**src/rtl/audclk_pkg.sv**
```systemverilog
package audclk_pkg;

    localparam int MCODE_W_DEF = 4;
    localparam int BCODE_W_DEF = 3;
    localparam int M_MAX_DEF   = 24;
    localparam int B_MAX_DEF   = 16;

    typedef enum logic [1:0] {
        ST_IDLE  = 2'd0,
        ST_RUN   = 2'd1,
        ST_FAULT = 2'd2
    } dstate_t;

    // Master-clock ratio per code; 0 marks an undefined code.
    function automatic int unsigned mclk_ratio(input logic [7:0] code);
        unique case (code)
            8'd0:    return 1;
            8'd1:    return 2;
            8'd2:    return 4;
            8'd3:    return 6;
            8'd4:    return 8;
            8'd5:    return 12;
            8'd6:    return 16;
            8'd7:    return 24;
            default: return 0;
        endcase
    endfunction

    // Bit-clock ratio (in master-clock periods) per code; 0 marks undefined.
    function automatic int unsigned bclk_ratio(input logic [7:0] code);
        unique case (code)
            8'd0:    return 2;
            8'd1:    return 4;
            8'd2:    return 6;
            8'd3:    return 8;
            8'd4:    return 12;
            8'd5:    return 16;
            default: return 0;
        endcase
    endfunction

endpackage

```
**src/rtl/audclk_decode.sv**
```systemverilog
module audclk_decode
    import audclk_pkg::*;
#(
    parameter int MCODE_W = MCODE_W_DEF,
    parameter int BCODE_W = BCODE_W_DEF,
    parameter int MR_W    = 5,
    parameter int BR_W    = 5
) (
    input  logic [MCODE_W-1:0] m_code,
    input  logic [BCODE_W-1:0] b_code,
    output logic [MR_W-1:0]    m_ratio,
    output logic [BR_W-1:0]    b_ratio,
    output logic               m_ok,
    output logic               b_ok
);

    int unsigned m_raw;
    int unsigned b_raw;

    always_comb begin
        m_raw   = mclk_ratio(8'(m_code));
        b_raw   = bclk_ratio(8'(b_code));
        m_ok    = (m_raw != 0);
        b_ok    = (b_raw != 0);
        m_ratio = MR_W'(m_raw);
        b_ratio = BR_W'(b_raw);
    end

endmodule

```
**src/rtl/audclk_mdiv.sv**
```systemverilog
module audclk_mdiv #(
    parameter int RW = 5
) (
    input  logic          clk,
    input  logic          rst_n,
    input  logic          run,
    input  logic [RW-1:0] ratio,
    output logic          tick
);

    logic [RW-1:0] count_q;

    // Terminal count of the module-clock prescaler; with ratio 1 the
    // counter stays at zero and the tick is held high.
    assign tick = run && (count_q == (ratio - RW'(1)));

    always_ff @(posedge clk or negedge rst_n) begin
        if (!rst_n) begin
            count_q <= '0;
        end else if (!run) begin
            count_q <= '0;
        end else if (tick) begin
            count_q <= '0;
        end else begin
            count_q <= count_q + RW'(1);
        end
    end

endmodule

```
**src/rtl/audclk_bdiv.sv**
```systemverilog
module audclk_bdiv #(
    parameter int RW = 5
) (
    input  logic          clk,
    input  logic          rst_n,
    input  logic          run,
    input  logic          adv,
    input  logic [RW-1:0] ratio,
    output logic          half_hit,
    output logic          end_hit
);

    logic [RW-1:0] count_q;

    // Ratios are always even, so the midpoint falls on a whole tick.
    assign half_hit = run && adv && (count_q == ((ratio >> 1) - RW'(1)));
    assign end_hit  = run && adv && (count_q == (ratio - RW'(1)));

    always_ff @(posedge clk or negedge rst_n) begin
        if (!rst_n) begin
            count_q <= '0;
        end else if (!run) begin
            count_q <= '0;
        end else if (end_hit) begin
            count_q <= '0;
        end else if (adv) begin
            count_q <= count_q + RW'(1);
        end
    end

endmodule

```
**src/rtl/audclk_divider.sv**
```systemverilog
module audclk_divider
    import audclk_pkg::*;
#(
    parameter int MCODE_W = MCODE_W_DEF,
    parameter int BCODE_W = BCODE_W_DEF,
    parameter int M_MAX   = M_MAX_DEF,
    parameter int B_MAX   = B_MAX_DEF
) (
    input  logic                       clk,
    input  logic                       rst_n,
    input  logic [MCODE_W+BCODE_W:0]   cfg_word,
    output logic                       mclk_ce,
    output logic                       bclk_lvl,
    output logic                       bclk_rise,
    output logic                       bclk_fall,
    output logic                       cfg_err
);

    localparam int EN_BIT = MCODE_W + BCODE_W;
    localparam int MR_W   = $clog2(M_MAX + 1);
    localparam int BR_W   = $clog2(B_MAX + 1);

    dstate_t         state_q, state_d;
    logic [MR_W-1:0] m_dec, m_act_q;
    logic [BR_W-1:0] b_dec, b_act_q;
    logic            m_ok, b_ok, legal;
    logic            running, mtick, half_hit, end_hit, load;

    audclk_decode #(
        .MCODE_W (MCODE_W),
        .BCODE_W (BCODE_W),
        .MR_W    (MR_W),
        .BR_W    (BR_W)
    ) u_decode (
        .m_code  (cfg_word[MCODE_W-1:0]),
        .b_code  (cfg_word[EN_BIT-1:MCODE_W]),
        .m_ratio (m_dec),
        .b_ratio (b_dec),
        .m_ok    (m_ok),
        .b_ok    (b_ok)
    );

    assign legal   = m_ok && b_ok;
    assign running = (state_q == ST_RUN);

    audclk_mdiv #(.RW(MR_W)) u_mdiv (
        .clk   (clk),
        .rst_n (rst_n),
        .run   (running),
        .ratio (m_act_q),
        .tick  (mtick)
    );

    audclk_bdiv #(.RW(BR_W)) u_bdiv (
        .clk      (clk),
        .rst_n    (rst_n),
        .run      (running),
        .adv      (mtick),
        .ratio    (b_act_q),
        .half_hit (half_hit),
        .end_hit  (end_hit)
    );

    // Next-state selection.
    always_comb begin
        state_d = state_q;
        unique case (state_q)
            ST_IDLE:  state_d = legal ? ST_RUN : ST_FAULT;
            ST_FAULT: state_d = legal ? ST_RUN : ST_FAULT;
            ST_RUN:   state_d = (end_hit && !legal) ? ST_FAULT : ST_RUN;
            default:  state_d = ST_IDLE;
        endcase
    end

    // New ratios are accepted from a stopped state or at a bit-clock period end.
    assign load = legal && (!running || end_hit);

    // State register and the active ratio pair.
    always_ff @(posedge clk or negedge rst_n) begin
        if (!rst_n) begin
            state_q <= ST_IDLE;
            m_act_q <= MR_W'(1);
            b_act_q <= BR_W'(2);
        end else begin
            state_q <= state_d;
            if (load) begin
                m_act_q <= m_dec;
                b_act_q <= b_dec;
            end
        end
    end

    // Registered outputs.
    always_ff @(posedge clk or negedge rst_n) begin
        if (!rst_n) begin
            mclk_ce   <= 1'b0;
            bclk_lvl  <= 1'b0;
            bclk_rise <= 1'b0;
            bclk_fall <= 1'b0;
            cfg_err   <= 1'b0;
        end else begin
            mclk_ce   <= mtick && cfg_word[EN_BIT];
            bclk_rise <= half_hit;
            bclk_fall <= end_hit;
            cfg_err   <= !legal;
            if (!running || end_hit) begin
                bclk_lvl <= 1'b0;
            end else if (half_hit) begin
                bclk_lvl <= 1'b1;
            end
        end
    end

endmodule

```
**config.mk**
```make
export PLATFORM = sky130hd
export DESIGN_NAME = audclk_divider
export DESIGN_NICKNAME = d
export VERILOG_FILES = /design/src/rtl/audclk_pkg.sv /design/src/rtl/audclk_decode.sv /design/src/rtl/audclk_mdiv.sv /design/src/rtl/audclk_bdiv.sv /design/src/rtl/audclk_divider.sv
export SDC_FILE = /design/constraint.sdc
export NUM_CORES = 1
export LEC_CHECK = 0
export CAP_MARGIN = 40
export CORE_MARGIN = 2
export CORE_UTILIZATION = 40
export CTS_CLUSTER_DIAMETER = 120
export CTS_CLUSTER_SIZE = 10
export DETAILED_ROUTE_END_ITERATION = 6
export PLACE_DENSITY = 0.67
export SLEW_MARGIN = 0
export SYNTH_ARGS = -nofsm -noshare
export SYNTH_HDL_FRONTEND = slang
export SYNTH_HIERARCHICAL = 1
export SYNTH_SLANG_ARGS = --single-unit
```
**constraint.sdc**
```tcl
create_clock -name clk -period 4 [get_ports clk]
set_clock_uncertainty 0.2 [all_clocks]
set_input_delay 0.6 -clock clk [delete_from_list [all_inputs] [get_ports clk]]
set_output_delay 0.6 -clock clk [all_outputs]
set_load 0.005 [all_outputs]
```
==> flow_metrics.tcl, run 1 <==
set metrics [dict create \
    finalHoldViolations 0 \
    cts.htree.levels 1 \
    numCtsBuffers 3 \
    yosys_warnings 6 \
    outcome "finished clean" \
    synth_enable_flop_cells 0 \
    most_common_flop_cell_mapped_by_yosys "sky130_fd_sc_hd__dfrtp_1" \
    period_share_pct 80.21 \
    layout.cells.non_filler 216 \
    worst_min_delay_path_category "reg2reg" \
    post-route-util_pct 46.82 \
    route.detailed.vias_per_inst 5.144 \
    asyncSetResetFlopFracSynth_pct 100.0 \
    max_freq_mhz 311.7 \
    worst_slew_pin_slew_ns 0.5870 \
    synth.cell_area_um2 1635 \
    rsz0062_at_grt "false" \
    endpoint_kind "flip-flop" \
    period_needed_ns 3.209 \
    vdd.ir_drop.worst_v 0.0003279 \
    final_setup_fails 0 \
    ctsResizeCount 0 \
    io_buffers 14 \
    pin_count 15 \
    die_area_um2 4616 \
    worst_slack_ns 0.7914 \
    fin_setup_tns_ns 0 \
    worstSetupPathType "reg2reg" \
    global_route.overflow_total 0 \
    netlist.top_cell.by_area "sky130_fd_sc_hd__dfrtp_1" \
    grt_first_pass_wirelength_mm 4.885 \
    wl_mm 2.882 \
    slew_headroom_pct 59.86 \
    yosys_register_bits 27 \
    route.antenna.remaining_nets 0 \
    drt_first_pass_iters 4 \
    largest_net_degree_at_the_start_of_global_routing 28 \
    dpl_worst_slack_ns 0.7773 \
    clock_sink_count 27 \
    initial_utilization_pct 41.18 \
    chipHeight_um 67.94 \
    synth_top_cell_area_share_pct 38.26 \
    grt_antenna_before_repair 0 \
    leading_cell_types_by_total_area_after_synthesis "sky130_fd_sc_hd__dfrtp_1 (38%), sky130_fd_sc_hd__xnor2_1 (8.0%), sky130_fd_sc_hd__mux2_2 (7.6%)" \
    timing.critical_path.fanout_max 10 \
    cts_tree "yes" \
    n_fill_cell 378 \
    placedInstanceArea_um2 1810 \
    clock_tree.buffer_depth 2 \
    p_leak_nw 0.8099 \
    final_nets 183 \
    synth_most_common_cell "sky130_fd_sc_hd__dfrtp_1" \
    powerDensity_nw_per_um2 599.3 \
    area_growth_pct 13.70 \
    gr-usage-all-layers_pct 14.27 \
    multiInputGateArea_um2 895.9 \
    std_cell_rows 23 \
    post_synth_inst_count 151 \
    synth_sequential_area_ratio_pct 41.47 \
    fp.dieW_um 67.94 \
    core_um2 3971 \
    worst-endpoint-required_ns 3.97 \
    sequential_cell_area_um2 678.2 \
    detailedPlacementHpwl_mm 2.233 \
    cts.repair_timing.setup_buffer_count 0 \
    drt_drc_violations_left 0 \
    worst_setup_path_start_kind "flip-flop" \
    synth_area_per_cell_um2 10.83 \
    detailedRoute.firstIterationViolations 35 \
    cts.hold.buffers_added 0 \
    path_clk_slew_ns 0.09 \
    timing_max_transition_violations_final 0 \
    finish.instance_area_um2 1859 \
    placed_cells_incl_taps 212 \
    synth_top_cells_by_count "sky130_fd_sc_hd__dfrtp_1 (25), sky130_fd_sc_hd__xnor2_1 (15), sky130_fd_sc_hd__nand2_1 (14), sky130_fd_sc_hd__mux2_2 (11), sky130_fd_sc_hd__xor2_1 (11)" \
    number_of_unique_standard_cell_types_used_by_synthesis 46 \
    antennaDiodeCount 0 \
    insertion_delay_ns 0.28 \
    first_global_vias 1129 \
    critical_path_arrival_ns 3.18 \
    routabilityCongestion 0.7807 \
    drive_gt1_share_pct 16.87 \
    cts_root_buffer "sky130_fd_sc_hd__clkbuf_8" \
    postSynthNetCount 167 \
    via_count 1111 \
    max-cap-violations 0 \
    drt-wirelength-per-cell_um 13.34 \
]
logic make-up after synthesis:
| kind of cell | after synthesis | synth area share [%] |
|---|---|---|
| other | 1 | 0.2293 |
| multiplexers | 12 | 8.187 |
| AO/OA/AOI/OAI | 15 | 7.270 |
| XOR/XNOR | 27 | 14.92 |
| AND/OR/NAND/NOR | 52 | 19.59 |
| adder cells (fa/ha/maj) | 6 | 4.591 |
| flip-flops | 27 | 41.47 |
| buffers and inverters | 11 | 3.749 |
power breakdown:
group          switching (mW)  leakage (nW)  total (mW)  internal, mW
logic                   0.255         0.437       0.524         0.269
clock network          0.0876        0.0217       0.158        0.0708
registers              0.0882         0.352       0.432         0.344
total                   0.431         0.810        1.11         0.684
worst max-delay path: stages (launching register included):
cell                      delay (ns)
sky130_fd_sc_hd__dfstp_2        0.58
sky130_fd_sc_hd__inv_1          0.05
sky130_fd_sc_hd__ha_1           0.29
sky130_fd_sc_hd__xor2_1         0.14
sky130_fd_sc_hd__nand3_1        0.13
sky130_fd_sc_hd__nor4_4         0.51
sky130_fd_sc_hd__nand2_1        0.13
sky130_fd_sc_hd__nor2_1         0.32
sky130_fd_sc_hd__nor3b_4        0.10
sky130_fd_sc_hd__nor2_4         0.26
sky130_fd_sc_hd__mux2_2         0.38
per-stage QoR:
step                total power, mW  hold slack [ns]
floorplan                    0.8691           0.1044
global placement             0.9442           0.2918
detailed placement           0.9673           0.2992
CTS                           1.133           0.3271
global route                  1.207           0.3421
finish                        1.114           0.3072
cells in the final DEF, fill, tap and decap left out, types with 6 or more instances in the layout:
cell,count
sky130_fd_sc_hd__xor2_1,11
sky130_fd_sc_hd__nand2_1,14
sky130_fd_sc_hd__inv_1,7
sky130_fd_sc_hd__dfrtp_1,25
sky130_fd_sc_hd__xnor2_1,15
sky130_fd_sc_hd__clkdlybuf4s50_1,14
sky130_fd_sc_hd__nand3_1,6
sky130_fd_sc_hd__mux2_2,11
sky130_fd_sc_hd__nor2_1,7
sky130_fd_sc_hd__ha_1,6
state kept, by name, indices dropped and copies added, names as in the netlist:
name	cells
m_act_q	5
state_q	2
u_mdiv/count_q	5
b_act_q	5
bclk_rise	1
bclk_lvl	1
bclk_fall	1
cfg_err	1
mclk_ce	1
u_bdiv/count_q	5
final timing paths:
| check | startpoint | endpoint | slack, ns | cells past startpoint |
|---|---|---|---|---|
| setup / recovery | m_act_q[0]$_DFFE_PN1P_ | m_act_q[3]$_DFFE_PN0P_ | 0.79 | 10 |
| hold / removal | bclk_lvl$_DFFE_PN0P_ | bclk_lvl$_DFFE_PN0P_ | 0.31 | 1 |
| setup reg to reg | m_act_q[0]$_DFFE_PN1P_ | m_act_q[3]$_DFFE_PN0P_ | 0.79 | 10 |
| hold reg to reg | bclk_lvl$_DFFE_PN0P_ | bclk_lvl$_DFFE_PN0P_ | 0.31 | 1 |
| max in group asynchronous | rst_n | b_act_q[1]$_DFFE_PN1P_ | 2.81 | 2 |
| min in group asynchronous | rst_n | cfg_err$_DFF_PN0_ | 0.49 | 2 |
routing by layer:
metal | track usage [%] | share of wire (%) | wire length, um
met1 | 15.08 | 42 | 1210
met2 | 26.46 | 53 | 1533
met3 | 3.783 | 2.9 | 83
met4 | 6.000 | 1.9 | 55
met5 | 0 | 0 | 0
final cells by class:
type,instances,area share [%]
repair buffers,15,7.941
clock buffers,3,2.221
clock inverters,1,0.4038
flip-flops and latches,27,36.47
multi-input cells,113,48.18
inverters,7,1.413
well taps,50,3.365
(Power assumes the default switching activity.)
==> run 2, diff against run 1 <==
- PLACE_DENSITY: 0.67 -> 0.69
- clock period: 4 -> 2.6 ns (I/O delays scaled with it)
==> run 2 against run 1 <==
- the run now ends with setup timing left
- die area did not move
- sequential share of layout area fell by 4.5 points
- global-route usage rose by 2.9 points
- combinational power rose by 130%
- flip-flop and latch count did not move
- sequential power rose by 46%
- critical endpoint is now b_act_q[3]$_DFFE_PN0P_
- highest routed layer unchanged
==> flow_metrics.tcl, run 2 (synthesis results as in run 1) <==
set metrics [dict create \
    fp.dieW_um 67.94 \
    mostFrequentLayoutCells "sky130_fd_sc_hd__buf_4 (26), sky130_fd_sc_hd__dfrtp_1 (25), sky130_fd_sc_hd__xnor2_1 (15)" \
    gr-usage-all-layers_pct 17.15 \
    std_cell_rows 23 \
    critical_path_arrival_ns 2.69 \
    most_common_cell_after_layout_fill_and_taps_aside "sky130_fd_sc_hd__buf_4" \
    global_route.overflow_total 0 \
    drt_first_pass_iters 4 \
    finalHoldViolations 0 \
    worst_slew_pin_slew_ns 0.5369 \
    detailedPlacementHpwl_mm 2.670 \
    insertion_delay_ns 0.28 \
    placedInstanceArea_um2 2012 \
    period_share_pct 104.6 \
    route.antenna.remaining_nets 0 \
    grt_first_pass_wirelength_mm 5.927 \
    core_um2 3971 \
    route.detailed.vias_per_inst 5.000 \
    clock_tree.buffer_depth 2 \
    timing.critical_path.fanout_max 10 \
    r2r_start "b_act_q[1]$_DFFE_PN1P_" \
    final_setup_fails 10 \
    drive_gt1_share_pct 32.81 \
    vdd.ir_drop.worst_v 0.0003559 \
    final_nets 209 \
    endpoint_kind "flip-flop" \
    dpl_worst_slack_ns -0.2348 \
    worst_slack_ns -0.1187 \
    max_freq_mhz 367.8 \
    rsz0062_at_grt "true" \
    worst_setup_path_start_kind "flip-flop" \
    drt_drc_violations_left 0 \
    numCtsBuffers 3 \
    worstSetupPathType "reg2reg" \
    pin_count 15 \
    chipHeight_um 67.94 \
    initial_utilization_pct 41.18 \
    clock_sink_count 27 \
    failing_checks "setup timing" \
    largest_net_degree_at_the_start_of_global_routing 17 \
    n_fill_cell 350 \
    finish.instance_area_um2 2118 \
    die_area_um2 4616 \
    antennaDiodeCount 0 \
    worst-endpoint-required_ns 2.57 \
    wl_mm 3.380 \
    routabilityCongestion 0.7803 \
    finalPower_mw 2.076 \
    max-cap-violations 0 \
    via_count 1210 \
    cts_tree "yes" \
    cts.hold.buffers_added 0 \
    path_clk_slew_ns 0.10 \
    grt_antenna_before_repair 0 \
    worst_min_delay_path_category "in2async" \
    powerDensity_nw_per_um2 980.1 \
    detailedRoute.firstIterationViolations 70 \
    first_global_vias 1226 \
    slew_headroom_pct 64.09 \
    p_leak_nw 0.9498 \
    io_buffers 14 \
    outcome "finished with violations" \
    r2r_cells 10 \
    cts_root_buffer "sky130_fd_sc_hd__clkbuf_8" \
    area_growth_pct 29.53 \
    cts.htree.levels 1 \
    drt-wirelength-per-cell_um 13.97 \
    period_needed_ns 2.719 \
    worstSetupStartpoint "b_act_q[1]$_DFFE_PN1P_" \
    timing_max_transition_violations_final 0 \
]
-- run 2: layout make-up --
cell class,count,area [um^2],share of cell area [%]
inverter,7,26.28,1.240
clock inverter,1,7.507,0.3544
tap,50,62.56,2.953
timing repair buffer,41,355.3,16.77
multi-input combinational,113,947.2,44.71
clock buffer,3,41.29,1.949
sequential,27,678.2,32.01
-- run 2: path summary, 6_finish.rpt --
| check | endpoint | slack, ns |
|---|---|---|
| worst min register to register | bclk_lvl$_DFFE_PN0P_ | 0.31 |
| worst max-delay path | b_act_q[3]$_DFFE_PN0P_ | -0.12 |
| worst min-delay path | m_act_q[2]$_DFFE_PN0P_ | 0.25 |
| max in group asynchronous | u_bdiv/count_q[2]$_DFFE_PN0P_ | 1.33 |
| worst max register to register | b_act_q[3]$_DFFE_PN0P_ | -0.12 |
| min in group clk | bclk_lvl$_DFFE_PN0P_ | 0.31 |
-- run 2: critical path, stage by stage (launching register included) --
cell and delay (ns):
sky130_fd_sc_hd__dfstp_2 0.55, sky130_fd_sc_hd__inv_2 0.05, sky130_fd_sc_hd__ha_2 0.18, sky130_fd_sc_hd__xnor2_1 0.19
sky130_fd_sc_hd__xnor2_1 0.12, sky130_fd_sc_hd__or4_4 0.54, sky130_fd_sc_hd__nor2_4 0.13, sky130_fd_sc_hd__nor3b_4 0.07
sky130_fd_sc_hd__nor2_4 0.10, sky130_fd_sc_hd__buf_12 0.14, sky130_fd_sc_hd__mux2_2 0.33
-- run 2: through the flow --
step                instances  hold WS [ns]  TNS (ns)  utilization, %
floorplan                 151       -0.1056    -1.255               -
global placement          234        0.2757    -1.375           50.66
detailed placement        234        0.2724    -2.176           50.66
CTS                       241        0.2586   -0.9214           52.90
global route              242        0.2667    -1.739           53.34
finish                    242        0.2513    -1.008           53.34
-- run 2: routing by layer --
layer / up-vias / part of all wire (%) / wire [um] / global-route usage [%]
met5: - / 0 / 0 / 0
met4: 0 / 2.3 / 77 / 8.000
met3: 8 / 1.9 / 65 / 2.138
met2: 16 / 50 / 1688 / 28.16
met1: 591 / 46 / 1549 / 22.42
li1: 595 / - / - / -
-- run 2: what timing repair did --
item                       4_1_cts  5_1_grt
setup endpoints to repair       11       11
buffers inserted                 3        1
gates resized for setup          2        2
pin swaps                        3        3
-- run 2: report_power, final --
part           total [mW]  leakage (nW)  internal [mW]  switching [mW]
logic                1.20         0.576          0.659           0.538
registers           0.630         0.352          0.528           0.102
clock network       0.249        0.0217          0.109           0.140
total                2.08         0.950           1.30           0.780
==> run 3, diff against run 2 <==
- REMOVE_ABC_BUFFERS: not set -> 1
==> run 3 against run 2 <==
- the run still ends with setup timing left
- flip-flop and latch count unchanged
- clock-buffer cell count did not move
- via count did not move
- sequential share of layout area shrank 1.3 points
- clock power increased by 3%
- core utilization up 2.2 points
- final area grew 4.1%
- critical endpoint is now m_act_q[3]$_DFFE_PN0P_
==> flow_metrics.tcl, run 3 (synthesis results as in run 1) <==
set metrics [dict create \
    outcome "finished with violations" \
    failing_checks "setup timing" \
    route.detailed.vias_per_inst 4.979 \
    route.antenna.remaining_nets 0 \
    critical_path_arrival_ns 2.78 \
    period_needed_ns 2.797 \
    worst_slew_pin_slew_ns 0.5223 \
    final_nets 210 \
    cts.hold.buffers_added 0 \
    path_clk_slew_ns 0.10 \
    drt-wirelength-per-cell_um 13.92 \
    layout.cells.non_filler 243 \
    initial_utilization_pct 41.18 \
    worst_slack_ns -0.1970 \
    insertion_delay_ns 0.29 \
    routabilityCongestion 0.8484 \
    std_cell_rows 23 \
    final_setup_fails 10 \
    post_route_worst_hold_slack_ns 0.2746 \
    finish.instance_area_um2 2206 \
    numCtsBuffers 3 \
    core_um2 3971 \
    io_buffers 14 \
    period_share_pct 107.6 \
    placedInstanceArea_um2 1961 \
    grt_first_pass_wirelength_mm 5.326 \
    grt_antenna_before_repair 0 \
    most_common_cell_after_layout_fill_and_taps_aside "sky130_fd_sc_hd__buf_4" \
    cts.htree.levels 1 \
    die_area_um2 4616 \
    slew_headroom_pct 64.80 \
    clock_sink_count 27 \
    first_global_vias 1174 \
    antennaDiodeCount 0 \
    cts_tree "yes" \
    endpoint_kind "flip-flop" \
    largest_net_degree_at_the_start_of_global_routing 28 \
    worst_setup_path_start_kind "flip-flop" \
    detailedPlacementHpwl_mm 2.416 \
    mostFrequentLayoutCells "sky130_fd_sc_hd__buf_4 (26), sky130_fd_sc_hd__dfrtp_1 (25), sky130_fd_sc_hd__clkdlybuf4s50_1 (14), sky130_fd_sc_hd__xnor2_1 (14), sky130_fd_sc_hd__nand2_1 (13)" \
    p_leak_nw 0.9885 \
    timing_max_transition_violations_final 0 \
    drive_gt1_share_pct 35.23 \
    global_route.overflow_total 0 \
    fin_setup_tns_ns -1.837 \
    cts_root_buffer "sky130_fd_sc_hd__clkbuf_8" \
    worst-endpoint-required_ns 2.58 \
    gr-usage-all-layers_pct 15.72 \
    powerDensity_nw_per_um2 1005 \
    finalHoldViolations 0 \
    via_count 1210 \
    area_growth_pct 34.89 \
    vdd.ir_drop.worst_v 0.0007022 \
    drt_first_pass_iters 4 \
    max-cap-violations 0 \
    fp.dieW_um 67.94 \
    placed_cells_incl_taps 232 \
    worstSetupPathType "reg2reg" \
    chipHeight_um 67.94 \
    clock_tree.buffer_depth 2 \
    wl_mm 3.383 \
    max_freq_mhz 357.5 \
    rrSetupSlack_ns -0.20 \
    worst_min_delay_path_category "in2async" \
    rsz0062_at_grt "true" \
    pin_count 15 \
    drt_drc_violations_left 0 \
    detailedRoute.firstIterationViolations 21 \
    post-route-util_pct 55.55 \
    timing.critical_path.fanout_max 5 \
    finalPower_mw 2.217 \
    dpl_worst_slack_ns -0.2997 \
]
==> run 3: worst max-delay path: stages, from the launching register on <==
cell                        delay [ns]
sky130_fd_sc_hd__dfstp_2          0.57
sky130_fd_sc_hd__inv_4            0.05
sky130_fd_sc_hd__ha_4             0.23
sky130_fd_sc_hd__xor2_2           0.16
sky130_fd_sc_hd__nand2_1          0.10
sky130_fd_sc_hd__or4_4            0.57
sky130_fd_sc_hd__nor2_4           0.13
sky130_fd_sc_hd__nor3b_4          0.06
sky130_fd_sc_hd__nor2_4           0.15
sky130_fd_sc_hd__clkbuf_16        0.17
sky130_fd_sc_hd__mux2_4           0.29
==> run 3: path summary, 6_finish.rpt <==
| path | cells past startpoint | startpoint | endpoint |
|---|---|---|---|
| max in group asynchronous | 2 | rst_n | m_act_q[0]$_DFFE_PN1P_ |
| setup / recovery | 10 | b_act_q[1]$_DFFE_PN1P_ | m_act_q[3]$_DFFE_PN0P_ |
| hold / removal | 2 | rst_n | bclk_rise$_DFF_PN0_ |
| min in group clk | 1 | bclk_lvl$_DFFE_PN0P_ | bclk_lvl$_DFFE_PN0P_ |
| setup reg to reg | 10 | b_act_q[1]$_DFFE_PN1P_ | m_act_q[3]$_DFFE_PN0P_ |
| hold reg to reg | 1 | bclk_lvl$_DFFE_PN0P_ | bclk_lvl$_DFFE_PN0P_ |
==> run 3: area by class of cell <==
type,instances,area (um^2)
clock inverters,1,8.758
well taps,50,62.56
fillers,340,1765
inverters,7,28.78
flip-flops and latches,27,678.2
repair buffers,42,380.4
clock buffers,3,41.29
multi-input cells,113,1006
==> run 3: per-layer routing <==
metal | vias to the layer above | part of all wire [%] | track usage, %
met4 | 0 | 1.2 | 4.250
li1 | 595 | - | -
met2 | 15 | 54 | 28.64
met5 | - | 0 | 0
met3 | 6 | 2.8 | 4.112
met1 | 594 | 42 | 18.05
==> run 3: report_power, final <==
| part | leakage, nW | internal [mW] | switching (mW) |
|---|---|---|---|
| logic | 0.611 | 0.736 | 0.589 |
| clock network | 0.0261 | 0.113 | 0.144 |
| registers | 0.352 | 0.529 | 0.106 |
| total | 0.988 | 1.38 | 0.839 |
==> run 3: timing repair <==
item,CTS,global route
buffers inserted,2,4
pin swaps,3,9
cloned,0,1
endpoints found under the setup margin,12,13
gates resized for setup,8,18
